===== config.mk =====
export PLATFORM = sky130hd
export DESIGN_NAME = spi_shift_engine
export DESIGN_NICKNAME = d
export VERILOG_FILES = /design/src/rtl/spi_eng_pkg.sv /design/src/rtl/spi_eng_rate.sv /design/src/rtl/spi_eng_shift.sv /design/src/rtl/spi_shift_engine.sv
export SDC_FILE = /design/constraint.sdc
export NUM_CORES = 1
export LEC_CHECK = 0
export CAP_MARGIN = 10
export CORE_MARGIN = 10
export CORE_UTILIZATION = 50
export DETAILED_ROUTE_END_ITERATION = 8
export PLACE_DENSITY = 0.76
export RECOVER_POWER = 25
export SLEW_MARGIN = 40
export SYNTH_ARGS = -nofsm -noshare
export SYNTH_HDL_FRONTEND = slang
export SYNTH_SLANG_ARGS = --single-unit

===== constraint.sdc =====
create_clock -name clk -period 4.8 [get_ports clk]
set_clock_uncertainty 0.05 [all_clocks]
set_input_delay 0.72 -clock clk [delete_from_list [all_inputs] [get_ports clk]]
set_output_delay 0.72 -clock clk [all_outputs]
set_load 0.005 [all_outputs]

===== src/rtl/spi_eng_pkg.sv =====
package spi_eng_pkg;

    localparam logic [1:0] REG_DATA = 2'd0;
    localparam logic [1:0] REG_DIV  = 2'd1;
    localparam logic [1:0] REG_PIN  = 2'd2;
    localparam logic [1:0] REG_MODE = 2'd3;

    typedef enum logic [1:0] {
        ST_IDLE   = 2'd0,
        ST_HALF_A = 2'd1,
        ST_HALF_B = 2'd2
    } eng_state_t;

endpackage


===== src/rtl/spi_eng_rate.sv =====
module spi_eng_rate #(
    parameter int PRESCALE = 13,
    parameter int CODE_W   = 3
) (
    input  logic              clk,
    input  logic              rst_n,
    input  logic              active,
    input  logic [CODE_W-1:0] rate_code,
    output logic              half_end,
    output logic              bit_end
);
    localparam int MAX_SHIFT  = 2 ** CODE_W;
    localparam int MAX_PERIOD = PRESCALE * (2 ** MAX_SHIFT);
    localparam int CNT_W      = $clog2(MAX_PERIOD) + 1;

    logic [CODE_W:0]  shift_amt;
    logic [CNT_W-1:0] period;
    logic [CNT_W-1:0] half;
    logic [CNT_W-1:0] cnt_q;

    // The top code skips one power of two, so it divides by 2**(code+1).
    always_comb begin
        shift_amt = {1'b0, rate_code} + {{CODE_W{1'b0}}, &rate_code};
        period    = CNT_W'(PRESCALE) << shift_amt;
        half      = period >> 1;
        half_end  = active && (cnt_q == half - 1'b1);
        bit_end   = active && (cnt_q == period - 1'b1);
    end

    always_ff @(posedge clk or negedge rst_n) begin
        if (!rst_n) begin
            cnt_q <= '0;
        end else if (!active || bit_end) begin
            cnt_q <= '0;
        end else begin
            cnt_q <= cnt_q + 1'b1;
        end
    end

    assert_cnt_in_period_R2: assert property (@(posedge clk) disable iff (!rst_n)
        active |-> (cnt_q < period));

endmodule


===== src/rtl/spi_eng_shift.sv =====
module spi_eng_shift #(
    parameter int DATA_W = 8,
    parameter int LEN_W  = 4
) (
    input  logic              clk,
    input  logic              rst_n,
    input  logic              load_en,
    input  logic [DATA_W-1:0] load_val,
    input  logic              frame_start,
    input  logic              capture_en,
    input  logic              miso,
    input  logic              shift_en,
    input  logic [LEN_W-1:0]  frame_len,
    output logic [DATA_W-1:0] data_q,
    output logic              last_bit
);
    logic             rx_q;
    logic [LEN_W-1:0] idx_q;

    always_ff @(posedge clk or negedge rst_n) begin
        if (!rst_n) begin
            data_q <= '0;
            rx_q   <= 1'b0;
            idx_q  <= '0;
        end else begin
            if (load_en) begin
                data_q <= load_val;
            end else if (shift_en) begin
                data_q <= {data_q[DATA_W-2:0], rx_q};
            end
            if (capture_en) begin
                rx_q <= miso;
            end
            if (frame_start) begin
                idx_q <= '0;
            end else if (shift_en) begin
                idx_q <= idx_q + 1'b1;
            end
        end
    end

    assign last_bit = (idx_q == frame_len - 1'b1);

    assert_idx_below_len_R3: assert property (@(posedge clk) disable iff (!rst_n)
        shift_en |-> (idx_q < frame_len));

    assert_no_load_while_shift_R10: assert property (@(posedge clk) disable iff (!rst_n)
        !(load_en && shift_en));

endmodule


===== src/rtl/spi_shift_engine.sv =====
module spi_shift_engine
    import spi_eng_pkg::*;
#(
    parameter int DATA_W   = 8,
    parameter int LEN_W    = 4,
    parameter int CODE_W   = 3,
    parameter int PRESCALE = 13
) (
    input  logic              clk,
    input  logic              rst_n,
    input  logic              wr_en,
    input  logic [1:0]        wr_addr,
    input  logic [DATA_W-1:0] wr_data,
    input  logic [1:0]        rd_addr,
    output logic [DATA_W-1:0] rd_data,
    input  logic              cpol,
    input  logic              cpha,
    input  logic              miso,
    input  logic              io_level,
    output logic              sck,
    output logic              mosi,
    output logic              sout_pin,
    output logic              irq
);
    localparam int LEN_LO  = CODE_W;
    localparam int LEN_HI  = CODE_W + LEN_W - 1;
    localparam int FLAG_B  = CODE_W + LEN_W;

    eng_state_t state_q, state_d;

    logic [CODE_W-1:0] rate_q;
    logic [LEN_W-1:0]  len_q;
    logic              flag_q, mask_q, route_q;
    logic              idle, start, load_en;
    logic              wr_div, wr_pin, wr_mode;
    logic              half_end, bit_end, last_bit;
    logic              capture_en, shift_en, done;
    logic [DATA_W-1:0] data_q;

    assign idle    = (state_q == ST_IDLE);
    assign load_en = wr_en && (wr_addr == REG_DATA) && idle;
    assign wr_div  = wr_en && (wr_addr == REG_DIV) && idle;
    assign wr_pin  = wr_en && (wr_addr == REG_PIN);
    assign wr_mode = wr_en && (wr_addr == REG_MODE);
    assign start   = wr_mode && wr_data[0] && idle && (len_q != '0);

    spi_eng_rate #(.PRESCALE(PRESCALE), .CODE_W(CODE_W)) u_rate (
        .clk       (clk),
        .rst_n     (rst_n),
        .active    (!idle),
        .rate_code (rate_q),
        .half_end  (half_end),
        .bit_end   (bit_end)
    );

    spi_eng_shift #(.DATA_W(DATA_W), .LEN_W(LEN_W)) u_shift (
        .clk         (clk),
        .rst_n       (rst_n),
        .load_en     (load_en),
        .load_val    (wr_data),
        .frame_start (start),
        .capture_en  (capture_en),
        .miso        (miso),
        .shift_en    (shift_en),
        .frame_len   (len_q),
        .data_q      (data_q),
        .last_bit    (last_bit)
    );

    // Next-state logic
    always_comb begin
        state_d = state_q;
        unique case (state_q)
            ST_IDLE:   if (start)    state_d = ST_HALF_A;
            ST_HALF_A: if (half_end) state_d = ST_HALF_B;
            ST_HALF_B: if (bit_end)  state_d = last_bit ? ST_IDLE : ST_HALF_A;
            default:                 state_d = ST_IDLE;
        endcase
    end

    always_ff @(posedge clk or negedge rst_n) begin
        if (!rst_n) begin
            state_q <= ST_IDLE;
        end else begin
            state_q <= state_d;
        end
    end

    // Outputs decoded from the state
    always_comb begin
        capture_en = (state_q == ST_HALF_A) && half_end;
        shift_en   = (state_q == ST_HALF_B) && bit_end;
        done       = shift_en && last_bit;
        sck        = cpol ^ (cpha ? (state_q == ST_HALF_A) : (state_q == ST_HALF_B));
        mosi       = data_q[DATA_W-1];
        sout_pin   = route_q ? mosi : io_level;
        irq        = flag_q && mask_q;
    end

    always_ff @(posedge clk or negedge rst_n) begin
        if (!rst_n) begin
            rate_q  <= '0;
            len_q   <= '0;
            flag_q  <= 1'b0;
            mask_q  <= 1'b0;
            route_q <= 1'b0;
        end else begin
            if (wr_div) begin
                rate_q <= wr_data[CODE_W-1:0];
                len_q  <= wr_data[LEN_HI:LEN_LO];
            end
            if (done) begin
                flag_q <= 1'b1;
            end else if (wr_div && !wr_data[FLAG_B]) begin
                flag_q <= 1'b0;
            end
            if (wr_mode) begin
                mask_q <= wr_data[1];
            end
            if (wr_pin) begin
                route_q <= wr_data[0];
            end
        end
    end

    always_comb begin
        unique case (rd_addr)
            REG_DATA: rd_data = data_q;
            REG_DIV:  rd_data = DATA_W'({flag_q, len_q, rate_q});
            REG_MODE: rd_data = DATA_W'({mask_q, !idle});
            default:  rd_data = '0;
        endcase
    end

    assert_flag_on_finish_R7: assert property (@(posedge clk) disable iff (!rst_n)
        (!idle ##1 idle) |-> flag_q);

    assert_flag_only_from_frame_R8: assert property (@(posedge clk) disable iff (!rst_n)
        $rose(flag_q) |-> $past(state_q == ST_HALF_B));

    assert_div_locked_R10: assert property (@(posedge clk) disable iff (!rst_n)
        (!idle && $past(!idle)) |-> ($stable(rate_q) && $stable(len_q)));

    assert_start_needs_len_R3: assert property (@(posedge clk) disable iff (!rst_n)
        (idle ##1 !idle) |-> (len_q != '0));

endmodule


Word level (Yosys, flattened, before mapping)

Cells that the tools add are included.

Add/subtract/negate cells: 6
Equality and inequality tests: 13
Shift operators: 1
Muxes and demuxes: 15
Bitwise operators: 1
Reductions and logical operators: 28

Operator list:

| cell                  | count |
|---|---|
| $eq 13x13->1          | 2 |
| $pmux 8 s3            | 1 |
| $logic_and 1x1->1     | 16 |
| $mux 8                | 2 |
| $add 13x1->13 const B | 1 |
| $mux 13               | 1 |
| $shl 4x4->13 const A  | 1 |
| $sub 12x1->13 const B | 1 |
| $sub 13x1->13 const B | 1 |
| $eq 2x2->1 const B    | 4 |
| $mux 4                | 2 |
| $eq 2x1->1 const B    | 3 |
| $logic_not 2->1       | 3 |
| $mux 2                | 3 |
| $pmux 2 s3            | 1 |
| $reduce_and 3->1      | 2 |
| $reduce_bool 2->1     | 3 |
| $mux 1                | 5 |
| $add 3x1->4           | 1 |
| $add 4x1->4 const B   | 1 |
| $eq 4x4->1            | 1 |
| $ne 2x2->1 const B    | 2 |
| $reduce_bool 4->1     | 1 |
| $sub 4x1->4 const B   | 1 |
| 4 further kinds       | 5 |

Register bits after elaboration: 38
Output and inout bits: 12
Logic and storage cells: 74

Depth between registers and ports, before layout

Gate-level depths: netlist of the first run.

Depth in word-level cells: 9
Mapped depth: 18
Depth with buffers taken out: 15

By module

From an unflattened synthesis of the first run, not the netlist that was laid out.

Cell total of the unflattened synthesis: 382
Area total of the unflattened synthesis: 3261.9 um2

By module, submodules not included:

| module           | instances | cells each | area an instance (um2) | seq. area each (um2) |
|---|---|---|---|---|
| spi_eng_rate     | 1         | 254        | 1891.8                 | 325.3 |
| spi_shift_engine | 1         | 66         | 703.2                  | 300.3 |
| spi_eng_shift    | 1         | 62         | 666.9                  | 325.3 |

Least setup slack after synthesis of the first run

No wires, ideal clock.

Path kind: reg-to-reg
Start: register rate_q[2]
End: register u_rate.cnt_q[11]
Setup time: 0.072 ns
Data arrival time: 3.966 ns
Data required time: 4.678 ns
Setup slack: 0.712 ns
Cell stages (with the launch flop): 17
Cells stage by stage: dfrtp_1 > clkbuf_4 > and3_1 > ha_1 > ha_1 > inv_1 > ha_1 > mux2i_1 > o22ai_1 > a2111oi_2 > nand2_1 > or2_2 > xnor2_1 > o2111a_4 > or2_2 > buf_4 > nor2_1

Cells in the longest elaborated chain, start to end: 8

Ends and longest elaborated chain:

| item                     | RTL line                | text |
|---|---|---|
| start: declaration       | spi_shift_engine.sv:31  | `logic [CODE_W-1:0] rate_q;` |
| start signal: assignment | spi_shift_engine.sv:109 | `rate_q <= wr_data[CODE_W-1:0];` |
| $reduce_and 3->1         | spi_eng_rate.sv:23      | `shift_amt = {1'b0, rate_code} + {{CODE_W{1'b0}}, &rate_code};` |
| $add 3x1->4 (*)          | spi_eng_rate.sv:23      |  |
| $shl 4x4->13 (*)         | spi_eng_rate.sv:24      | `period = CNT_W'(PRESCALE) << shift_amt;` |
| $sub 13x1->13 (*)        | spi_eng_rate.sv:27      | `bit_end = active && (cnt_q == period - 1'b1);` |
| $eq 13x13->1 (*)         | spi_eng_rate.sv:27      |  |
| $logic_and 1x1->1 (*)    | spi_eng_rate.sv:27      |  |
| $logic_or 1x1->1 (*)     | spi_eng_rate.sv:33      | `end else if (!active \|\| bit_end) begin` |
| $mux 13 (*)              | spi_eng_rate.sv:33      |  |
| end signal: assignment   | spi_eng_rate.sv:36      | `cnt_q <= cnt_q + 1'b1;` |
| end: declaration         | spi_eng_rate.sv:19      | `logic [CNT_W-1:0] cnt_q;` |

Mark *: on every way between the ends. The rest lies on a longest branch, timed or not.
A chain may end at the register's enable or synchronous reset.

Worst setup path in the final report of the first run

Start: register rate_q[1]
End: register u_shift.idx_q[0]

Cells in the longest elaborated chain, start to end: 8

Ends and longest elaborated chain:

| item                            | RTL line               | text |
|---|---|---|
| $reduce_and 3->1                | spi_eng_rate.sv:23     |  |
| $add 3x1->4 (*)                 | spi_eng_rate.sv:23     |  |
| $shl 4x4->13 (*)                | spi_eng_rate.sv:24     |  |
| $sub 13x1->13 (*)               | spi_eng_rate.sv:27     |  |
| $eq 13x13->1 (*)                | spi_eng_rate.sv:27     |  |
| $logic_and 1x1->1 (*)           | spi_eng_rate.sv:27     |  |
| $logic_and 1x1->1 (*)           | spi_shift_engine.sv:92 | `shift_en = (state_q == ST_HALF_B) && bit_end;` |
| $reduce_bool 2->1 (no line) (*) | --                     |  |
| end signal: assignment          | spi_eng_shift.sv:37    | `idx_q <= idx_q + 1'b1;` |
| end: declaration                | spi_eng_shift.sv:18    | `logic [LEN_W-1:0] idx_q;` |

Marks and branches as above.

==> results of run 1 <==
-- registers in the layout (all words and copies together) (netlist names) --
name	cells
u_shift.data_q	8
u_shift.rx_q	1
state_q	2
u_rate.cnt_q	13
len_q	4
rate_q	3
flag_q	1
u_shift.idx_q	4
mask_q	1
route_q	1
-- through the flow --
| step | cells | setup TNS [ns] | cell area (sq um) | hold WS, ns | util |
|---|---|---|---|---|---|
| 4_1_cts | 522 | 0 | 3960 | 0.343 | 0.583 |
| 6_report | 522 | 0 | 3970 | 0.477 | 0.585 |
| 3_3_place_gp | 514 | 0 | 3860 | 0.454 | 0.568 |
| 3_5_place_dp | 514 | 0 | 3860 | 0.460 | 0.569 |
| 2_1_floorplan | 398 | 0 | 3500 | 0.374 | - |
| 5_1_grt | 522 | -0.0347 | 3970 | 0.504 | 0.585 |
-- worst paths after layout --
kind | to | depth (start not counted)
worst min register to register | route_q | 1
worst max register to register | u_shift.idx_q[0] | 14
min in group asynchronous | u_rate.cnt_q[7] | 1
worst min-delay path | route_q | 1
max in group asynchronous | len_q[1] | 1
worst max-delay path | u_shift.idx_q[0] | 14
-- power breakdown --
group | internal, mW | switching (mW) | total (mW)
registers | 0.391 | 0.107 | 0.498
logic | 0.758 | 0.989 | 1.75
clock network | 0.116 | 0.120 | 0.236
-- synth_stat cells, types with 3 or more instances --
cell / n
o211ai_1: 4
nand2_1: 48
a22oi_1: 3
and3_1: 10
xor2_1: 22
ha_1: 11
o21ai_0: 10
nor2_1: 38
or2_2: 3
xnor2_1: 27
mux2_4: 11
and2_1: 3
nor3_1: 5
mux2i_1: 13
nor2b_1: 7
mux2_2: 11
dfrtp_1: 38
clkbuf_1: 7
inv_1: 12
nand3_2: 10
nand4_1: 4
nand2b_1: 7
nand4b_1: 3
a21oi_1: 8
nand3_1: 25
-- layout make-up --
cell class / instances / share of cell area
clock inverters: 2 / 0.00315
well taps: 96 / 0.0302
clock buffers: 6 / 0.0208
repair buffers: 36 / 0.0854
flip-flops and latches: 38 / 0.239
multi-input cells: 331 / 0.609
inverters: 13 / 0.0123
-- cells by family after synthesis --
| group | Yosys count |
|---|---|
| buffers and inverters | 29 |
| and+or+nand+nor | 177 |
| xor gates and xnor gates | 50 |
| muxes | 35 |
| DFF | 38 |
| adders and majority gates | 11 |
| AOI/OAI and AO/OA | 58 |
-- placed cells by master, fill, tap and decap left out, types with 3 or more instances in the layout --
cell type / synthesis / final
nand4b_1: 3 / 3
xor2_1: 22 / 22
clkbuf_8: 0 / 6
nand2b_1: 7 / 7
nand3_1: 25 / 25
dfrtp_1: 38 / 38
nand2_1: 48 / 48
o211ai_1: 4 / 4
nor3_1: 5 / 5
buf_4: 2 / 6
nor2_1: 38 / 38
a21oi_1: 8 / 8
ha_1: 11 / 11
clkdlybuf4s50_1: 0 / 29
a22oi_1: 3 / 3
inv_1: 12 / 12
mux2_4: 11 / 11
xnor2_1: 27 / 27
nor2b_1: 7 / 6
mux2_2: 11 / 11
mux2i_1: 13 / 13
and2_1: 3 / 3
nand3_2: 10 / 10
o21ai_0: 10 / 10
nand4_1: 4 / 4
and3_1: 10 / 10
-- worst max-delay path, stage by stage, from the launching register on --
cell and delay, ns:
dfrtp_1 0.49, and3_1 0.23, ha_1 0.25, ha_1 0.43
inv_1 0.12, ha_1 0.30, mux2i_1 0.26, and2b_1 0.28
xnor2_1 0.31, a41oi_1 0.08, a2111o_1 0.41, a2111oi_4 0.37
o2111a_4 0.43, nand2_2 0.13, mux2_4 0.32
-- routing by layer --
metal	vias to the layer above	part of all wire	global-route usage
met5	-	0	0
met3	17	0.055	0.0273
met4	0	0.017	0.0457
li1	1456	-	-
met2	103	0.50	0.281
met1	1471	0.43	0.189
==> flow_metrics.py, run 1 <==
metrics = {
    "global_route": {
        "grt_pass1_vias": 3029,
        "gr-usage-all-layers": 0.158,
        "antenna_found_initial": 0,
        "grt_max_degree": 39,
        "grt_pass1_wl_mm": 14.8,
        "grt_overflow_total": 0,
    },
    "run_status": {
        "violations": "max-capacitance violations, max-slew violations",
        "status": "complete, but fails checks",
    },
    "setup_path": {
        "setup.worst_path.start_class": "flip-flop",
        "endpoint_kind": "flip-flop",
        "crit_arrival_ns": 4.72,
        "cp-startpoint": "rate_q[1]",
        "worstPathRequired_ns": 4.93,
        "crit_fanout": 14,
        "path_class": "reg2reg",
        "rr_startpoint": "rate_q[1]",
        "rrSetupSlack_ns": 0.21,
    },
    "detailed_routing": {
        "viasPerCell": 5.84,
        "wire_per_inst_microns": 16.6,
        "antenna_left": 0,
        "via_count": 3047,
        "routed_wl_mm": 8.68,
        "first_pass_iters": 5,
        "drt_iter0_markers": 164,
        "drc_errors": 0,
    },
    "cts": {
        "clock-sinks": 38,
        "cts_hold_buf": 0,
        "clk_latency_ns": 0.29,
        "clk_pin_slew_ns": 0.08,
        "cts_buffers": 5,
        "cts_setup_buffers": 0,
        "cts_root_buf": "clkbuf_8",
        "tritoncts": "done",
        "cts_max_level": 2,
        "cts_resized": 0,
        "clock_path_buffers": 2,
    },
    "placement": {
        "hpwlAfterDp_mm": 6.70,
        "port_buffers": 30,
        "place_congestion": 0.910,
        "dpl_worst_slack_ns": 0.304,
    },
    "sta": {
        "slew_violations": 39,
        "setup_ws_ns": 0.206,
        "max_freq_mhz": 218,
        "finalHoldViolCount": 0,
        "relSlewSlack": -0.393,
        "tightestPinTransition_ns": 2.09,
        "finalSetupViolations": 0,
        "post-route-period-util": 0.957,
        "fin_crit_ns": 4.59,
    },
    "yosys": {
        "synth_cells": 398,
        "synth.distinct_cells": 71,
        "synth-compound-area-share": 0.139,
        "ys_ff_latch": 38,
        "synth_edf_count": 0,
        "synthAdderAreaFrac": 0.0393,
        "synth-simple-area-share": 0.260,
        "avgSynthCellArea_sq_um": 8.81,
        "yosysSeqAreaShare": 0.271,
        "ys.flop_type": "dfrtp_1",
        "yosysTopAreaCell": "dfrtp_1",
        "ys_async_sr_fraction": 1.00,
        "synthTopCellsByArea": "dfrtp_1, xnor2_1, xor2_1",
        "synth_xor_area_frac": 0.127,
        "syn_nets": 428,
        "synthMuxAreaShare": 0.120,
        "synth_top_family_by_area": "simple AND/OR/NAND/NOR gates",
        "synth_top_area_frac": 0.271,
        "yosys_warnings": 0,
        "syn_area_sq_mm": 0.00350,
    },
    "die": {
        "die_w_microns": 104,
        "start_util": 0.516,
        "core.rowCount": 30,
        "design.die.area_sq_mm": 0.0108,
        "die_height_microns": 104,
        "coreArea_sq_mm": 0.00679,
        "ios": 31,
    },
    "power": {
        "ir_drop_mv": 0.307,
        "p_total_mw": 2.48,
        "power.density_mw_per_mm2": 624,
        "leakage_nw": 1.69,
    },
    "final_layout": {
        "n_antenna_cell": 0,
        "syn2layout_area_growth_pct": 13.3,
        "multiInputGateArea_sq_mm": 0.00242,
        "fill_cells": 593,
        "drive_above_1_share": 0.157,
        "nets": 455,
        "seq_area_sq_um": 951,
    },
    "job": {
        "drv_cap": 1,
    },
    "hold_path": {
        "min_from": "route_q",
        "hp-class": "reg2reg",
    },
}
Note: power is estimated with default switching activity, not from simulation.
==> inputs of run 2 (changes only) <==
--- a/config.mk
+++ b/config.mk
@@ -6,12 +6,14 @@
 export NUM_CORES = 1
 export LEC_CHECK = 0
 export CAP_MARGIN = 10
-export CORE_MARGIN = 10
+export CORE_MARGIN = 2
 export CORE_UTILIZATION = 50
 export DETAILED_ROUTE_END_ITERATION = 8
 export PLACE_DENSITY = 0.76
 export RECOVER_POWER = 25
+export SKIP_CTS_REPAIR_TIMING = 1
 export SLEW_MARGIN = 40
 export SYNTH_ARGS = -nofsm -noshare
 export SYNTH_HDL_FRONTEND = slang
+export SYNTH_HIERARCHICAL = 1
 export SYNTH_SLANG_ARGS = --single-unit
==> flow_metrics.py, run 2 <==
metrics = {
    "sta": {
        "max_freq_mhz": 227,
        "fin_setup_tns_ns": 0,
        "relSlewSlack": -0.353,
        "finalHoldViolCount": 0,
        "post-route-period-util": 0.917,
        "fin_crit_ns": 4.40,
        "tightestPinTransition_ns": 2.03,
        "setup_ws_ns": 0.398,
        "slew_violations": 39,
        "holdWs_ns": 0.469,
        "rsz0062_at_grt": "no",
        "finalSetupViolations": 0,
    },
    "yosys": {
        "syn_nets": 409,
        "synth_top_area_frac": 0.292,
        "syn_area_sq_mm": 0.00326,
        "synth.most_common_cell": "nand2_1",
        "synth_edf_count": 0,
        "ys.flop_type": "dfrtp_1",
        "synth_cells": 382,
        "ys_ff_latch": 38,
        "yosys_warnings": 6,
        "synth.distinct_cells": 68,
        "yosysSeqAreaShare": 0.292,
        "synthTopCellsByArea": "dfrtp_1, xnor2_1, mux2i_1",
        "ys_async_sr_fraction": 1.00,
        "yosysTopAreaCell": "dfrtp_1",
        "avgSynthCellArea_sq_um": 8.54,
        "synth_common_cells": "nand2_1, dfrtp_1, nor2_1",
    },
    "die": {
        "die_w_microns": 84.8,
        "core.rowCount": 29,
        "design.die.area_sq_mm": 0.00719,
        "coreArea_sq_mm": 0.00631,
        "die_height_microns": 84.8,
        "ios": 31,
        "start_util": 0.517,
    },
    "global_route": {
        "met2_usage": 0.384,
        "grt_overflow_total": 0,
        "use_met1": 0.295,
        "busiest_layer": "met2",
        "grt_pass1_wl_mm": 13.0,
        "gr-usage-met3": 0.0305,
        "grt_max_degree": 39,
        "gr-usage-all-layers": 0.223,
        "antenna_found_initial": 0,
        "grt_pass1_vias": 2687,
    },
    "setup_path": {
        "path_class": "reg2reg",
        "worst_path_max_delay_cell": "nor3_1",
        "worstPathRequired_ns": 4.88,
        "slowest_delay_ns": 0.42,
        "worstSetupPathDepth": 17,
        "path_buf_inv": 2,
        "crit_fanout": 15,
        "cp_top_family": "simple AND/OR/NAND/NOR gates",
        "crit_arrival_ns": 4.48,
        "crit_chain": "and3_1 > ha_1 > ha_1 > buf_4 > xnor2_4 > nor2_1 > a32o_1 > or2_1 > nor3_1 > o2111ai_1 > nor4_4 > and2_1 > nand2_1 > nor2_1 > buf_4 > mux2i_1 > o21ai_0",
        "endpoint_kind": "flip-flop",
        "worstRegToRegCells": 17,
        "setup.worst_path.start_class": "flip-flop",
        "rrSetupSlack_ns": 0.40,
    },
    "cts": {
        "clk_pin_slew_ns": 0.07,
        "cts_buffers": 5,
        "cts_root_buf": "clkbuf_8",
        "cts_max_level": 2,
        "clk_latency_ns": 0.29,
        "clock_path_buffers": 2,
        "clock-sinks": 38,
        "tritoncts": "done",
    },
    "power": {
        "ir_drop_mv": 0.391,
        "power.density_mw_per_mm2": 633,
        "p_total_mw": 2.35,
        "leakage_nw": 1.54,
    },
    "hold_path": {
        "holdPathStages": 1,
        "hp-class": "reg2reg",
    },
    "detailed_routing": {
        "drc_errors": 0,
        "wire_per_inst_microns": 16.3,
        "via_count": 2802,
        "antenna_left": 0,
        "first_pass_iters": 4,
        "drt_iter0_markers": 148,
        "routed_wl_mm": 7.80,
        "viasPerCell": 5.84,
    },
    "placement": {
        "hpwlAfterDp_mm": 5.70,
        "dpl_worst_slack_ns": 0.442,
        "port_buffers": 30,
        "place_congestion": 0.984,
        "dpl_cell_area_sq_mm": 0.00361,
    },
    "final_layout": {
        "most-common-layout-cells": "nand2_1, dfrtp_1, nor2_1, xnor2_1, clkdlybuf4s50_1",
        "syn2layout_area_growth_pct": 13.8,
        "largest_register_ffs": 13,
        "drive_above_1_share": 0.107,
        "largestRegisters": "u_rate/cnt_q x13, u_shift/data_q x8",
        "design_area_sq_mm": 0.00371,
        "nets": 429,
        "regMostFlops": "u_rate/cnt_q",
        "n_antenna_cell": 0,
        "layout_commonest_cell": "nand2_1",
    },
    "run_status": {
        "violations": "max-capacitance violations, max-slew violations",
        "status": "complete, but fails checks",
    },
    "job": {
        "drv_cap": 1,
    },
}
run 2: cell types whose count changed after synthesis, sizes merged, moves of 4 or more:
cell    change
xnor2       +5
nand3      -19
mux2i       +9
mux2       -11
nand2       -4
o21ai       +9
clkbuf      +6
xor2        -6
run 2: worst reg2reg max path, cell delays in order (launching register included):
cell and delay (ns):
dfrtp_1 0.37, and3_1 0.20, ha_1 0.21, ha_1 0.19
buf_4 0.20, xnor2_4 0.29, nor2_1 0.12, a32o_1 0.31
or2_1 0.25, nor3_1 0.42, o2111ai_1 0.28, nor4_4 0.20
and2_1 0.20, nand2_1 0.08, nor2_1 0.32, buf_4 0.28
mux2i_1 0.19, o21ai_0 0.10
run 2: cell type report:
cell class / count / area, sq um
Tap cell: 77 / 96.3
Fill cell: 567 / 2600
Multi-Input combinational cell: 309 / 2170
Clock buffer: 8 / 110
Inverter: 11 / 41.3
Sequential cell: 38 / 951
Timing Repair Buffer: 37 / 347
run 2: path summary, 6_finish.rpt:
| path | to | startpoint |
|---|---|---|
| max | u_shift/data_q[3] | rate_q[0] |
| min | u_shift/rx_q | u_shift/rx_q |
| max reg2reg | u_shift/data_q[3] | rate_q[0] |
| min reg2reg | u_shift/rx_q | u_shift/rx_q |
| max in group asynchronous | u_rate/cnt_q[2] | rst_n |
| min in group asynchronous | len_q[1] | rst_n |
run 2: report_power, final:
group          internal [mW]  total [mW]  switching (mW)
Combinational          0.673        1.55           0.877
Sequential             0.423       0.544           0.121
Clock                  0.145       0.254           0.109
Total                   1.24        2.35            1.11
run 2: stage by stage:
| step | std cells | utilization |
|---|---|---|
| after CTS | 480 | 0.589 |
| after global placement | 472 | 0.570 |
| final | 480 | 0.588 |
| after global routing | 480 | 0.588 |
| after floorplan | 382 | - |
| after detailed placement | 472 | 0.571 |
run 2: kinds of logic after synthesis:
kind of cell | count (synthesis) | share of synthesized area
flip-flops | 38 | 0.292
AO/OA/AOI/OAI | 63 | 0.135
XOR/XNOR | 49 | 0.140
adder cells (fa/ha/maj) | 8 | 0.0307
buffers and inverters | 35 | 0.0483
multiplexers | 33 | 0.107
AND/OR/NAND/NOR | 156 | 0.249
run 2: per-layer routing:
metal	share of wire	wire length [microns]
met1	0.45	3480
met2	0.50	3900
met3	0.041	319
met4	0.013	100
met5	0	0
==> inputs of run 3 (changes only) <==
--- a/config.mk
+++ b/config.mk
@@ -7,9 +7,9 @@
 export LEC_CHECK = 0
 export CAP_MARGIN = 10
 export CORE_MARGIN = 2
-export CORE_UTILIZATION = 50
+export CORE_UTILIZATION = 55
 export DETAILED_ROUTE_END_ITERATION = 8
-export PLACE_DENSITY = 0.76
+export PLACE_DENSITY = 0.82
 export RECOVER_POWER = 25
 export SKIP_CTS_REPAIR_TIMING = 1
 export SLEW_MARGIN = 40
==> flow_metrics.py, run 3 (synthesized netlist as in run 2, its figures left out) <==
metrics = {
    "run_status": {
        "status": "complete, but fails checks",
        "violations": "max-capacitance violations, max-slew violations",
    },
    "die": {
        "core.rowCount": 28,
        "die_height_microns": 81.0,
        "design.die.area_sq_mm": 0.00656,
        "coreArea_sq_mm": 0.00582,
        "ios": 31,
        "die_w_microns": 81.0,
        "start_util": 0.561,
    },
    "setup_path": {
        "rrSetupSlack_ns": 0.29,
        "crit_chain": "and3_1 > ha_1 > ha_1 > xnor2_4 > mux2i_2 > mux2i_1 > xor2_1 > nor4_1 > o2111ai_1 > nor4_4 > and2_1 > nand2_1 > nor2_2 > buf_4 > mux2i_1 > o21ai_0",
        "worstPathRequired_ns": 4.89,
        "worst_path_max_delay_cell": "dfrtp_1",
        "cp_top_family": "simple AND/OR/NAND/NOR gates",
        "path_buf_inv": 1,
        "setup.worst_path.start_class": "flip-flop",
        "endpoint_kind": "flip-flop",
        "path_class": "reg2reg",
        "slowest_delay_ns": 0.42,
        "crit_arrival_ns": 4.60,
        "crit_fanout": 8,
    },
    "power": {
        "swShare": 0.483,
        "pwr-share-seq": 0.234,
        "ir_drop_mv": 0.353,
        "p_clk_frac": 0.097,
        "power.density_mw_per_mm2": 638,
        "leakage_nw": 1.53,
        "internal-power_mw": 1.22,
        "power.net_switching_mw": 1.14,
        "comb_power_share": 0.669,
    },
    "detailed_routing": {
        "met1_length_mm": 3.37,
        "drc_errors": 0,
        "routed.top_layer": "met4",
        "viasPerCell": 6.04,
        "dr_wl_met2_mm": 4.02,
        "drt_iter0_markers": 289,
        "routed_wl_mm": 8.01,
        "antenna_left": 0,
        "first_pass_iters": 5,
        "via_count": 2894,
        "wire_per_inst_microns": 16.7,
        "met3WireLength_microns": 483,
    },
    "final_layout": {
        "regMostFlops": "u_rate/cnt_q",
        "nets": 430,
        "utilization": 0.637,
        "drive_above_1_share": 0.111,
        "n_antenna_cell": 0,
        "syn2layout_area_growth_pct": 13.7,
        "layout_commonest_cell": "nand2_1",
        "largest_register_ffs": 13,
        "most-common-layout-cells": "nand2_1, dfrtp_1, nor2_1, xnor2_1, clkdlybuf4s50_1",
        "design_area_sq_mm": 0.00371,
        "final_cell_count_no_fill": 479,
        "largestRegisters": "u_rate/cnt_q x13, u_shift/data_q x8",
    },
    "cts": {
        "clock_path_buffers": 2,
        "clock-sinks": 38,
        "cts_buffers": 5,
        "cts_root_buf": "clkbuf_8",
        "tritoncts": "done",
        "cts_max_level": 2,
        "clk_latency_ns": 0.30,
        "clk_pin_slew_ns": 0.08,
    },
    "global_route": {
        "gr-usage-all-layers": 0.262,
        "antenna_found_initial": 0,
        "grt_pass1_vias": 2752,
        "grt_pass1_wl_mm": 13.4,
        "grt_overflow_total": 0,
        "grt_max_degree": 39,
    },
    "sta": {
        "fin_crit_ns": 4.51,
        "fin_setup_tns_ns": 0,
        "finalSetupViolations": 0,
        "rsz0062_at_grt": "no",
        "post-route-period-util": 0.940,
        "relSlewSlack": -0.347,
        "finalHoldViolCount": 0,
        "slew_violations": 39,
        "holdWs_ns": 0.475,
        "max_freq_mhz": 222,
        "tightestPinTransition_ns": 2.02,
    },
    "placement": {
        "hpwlAfterDp_mm": 5.89,
        "place_congestion": 0.955,
        "dp_cells": 471,
        "dpl_cell_area_sq_mm": 0.00361,
        "port_buffers": 30,
    },
    "hold_path": {
        "hp-class": "reg2reg",
    },
    "job": {
        "drv_cap": 1,
    },
}
[run 3: area by class of cell]
| type | count | area (sq um) |
|---|---|---|
| sequential | 38 | 951 |
| timing repair buffer | 38 | 354 |
| inverter | 11 | 41.3 |
| multi-input combinational | 309 | 2180 |
| tap | 75 | 93.8 |
| clock inverter | 1 | 5.00 |
| clock buffer | 7 | 86.3 |
| fill | 504 | 2110 |
[run 3: layer usage]
metal  global-route usage  up-vias
met3               0.0378       15
met5                    0        -
met4               0.0831        0
met2                0.437      126
met1                0.351     1379
li1                     -     1374
[run 3: path summary, 6_finish.rpt]
| kind | cells after the start | endpoint | from |
|---|---|---|---|
| max reg2reg | 16 | u_shift/data_q[4] | rate_q[0] |
| max | 16 | u_shift/data_q[4] | rate_q[0] |
| max in group asynchronous | 1 | state_q[0] | rst_n |
| min reg2reg | 1 | u_shift/rx_q | u_shift/rx_q |
| min | 1 | u_shift/rx_q | u_shift/rx_q |
| min in group asynchronous | 1 | u_rate/cnt_q[6] | rst_n |
[run 3: power by group through the flow]
stage	sequential (mW)	combinational, mW	clock (mW)
after floorplan	0.519	1.20	0
after global placement	0.550	1.49	0
after detailed placement	0.555	1.54	0
after CTS	0.549	1.55	0.233
after global routing	0.570	1.73	0.249
final	0.552	1.58	0.230
[run 3: through the flow]
stage	total power [mW]	worst slack (ns)
detailed placement	2.09	0.238
finish	2.36	0.288
global placement	2.04	0.432
global route	2.55	0.0157
CTS	2.34	0.229
floorplan	1.72	0.173
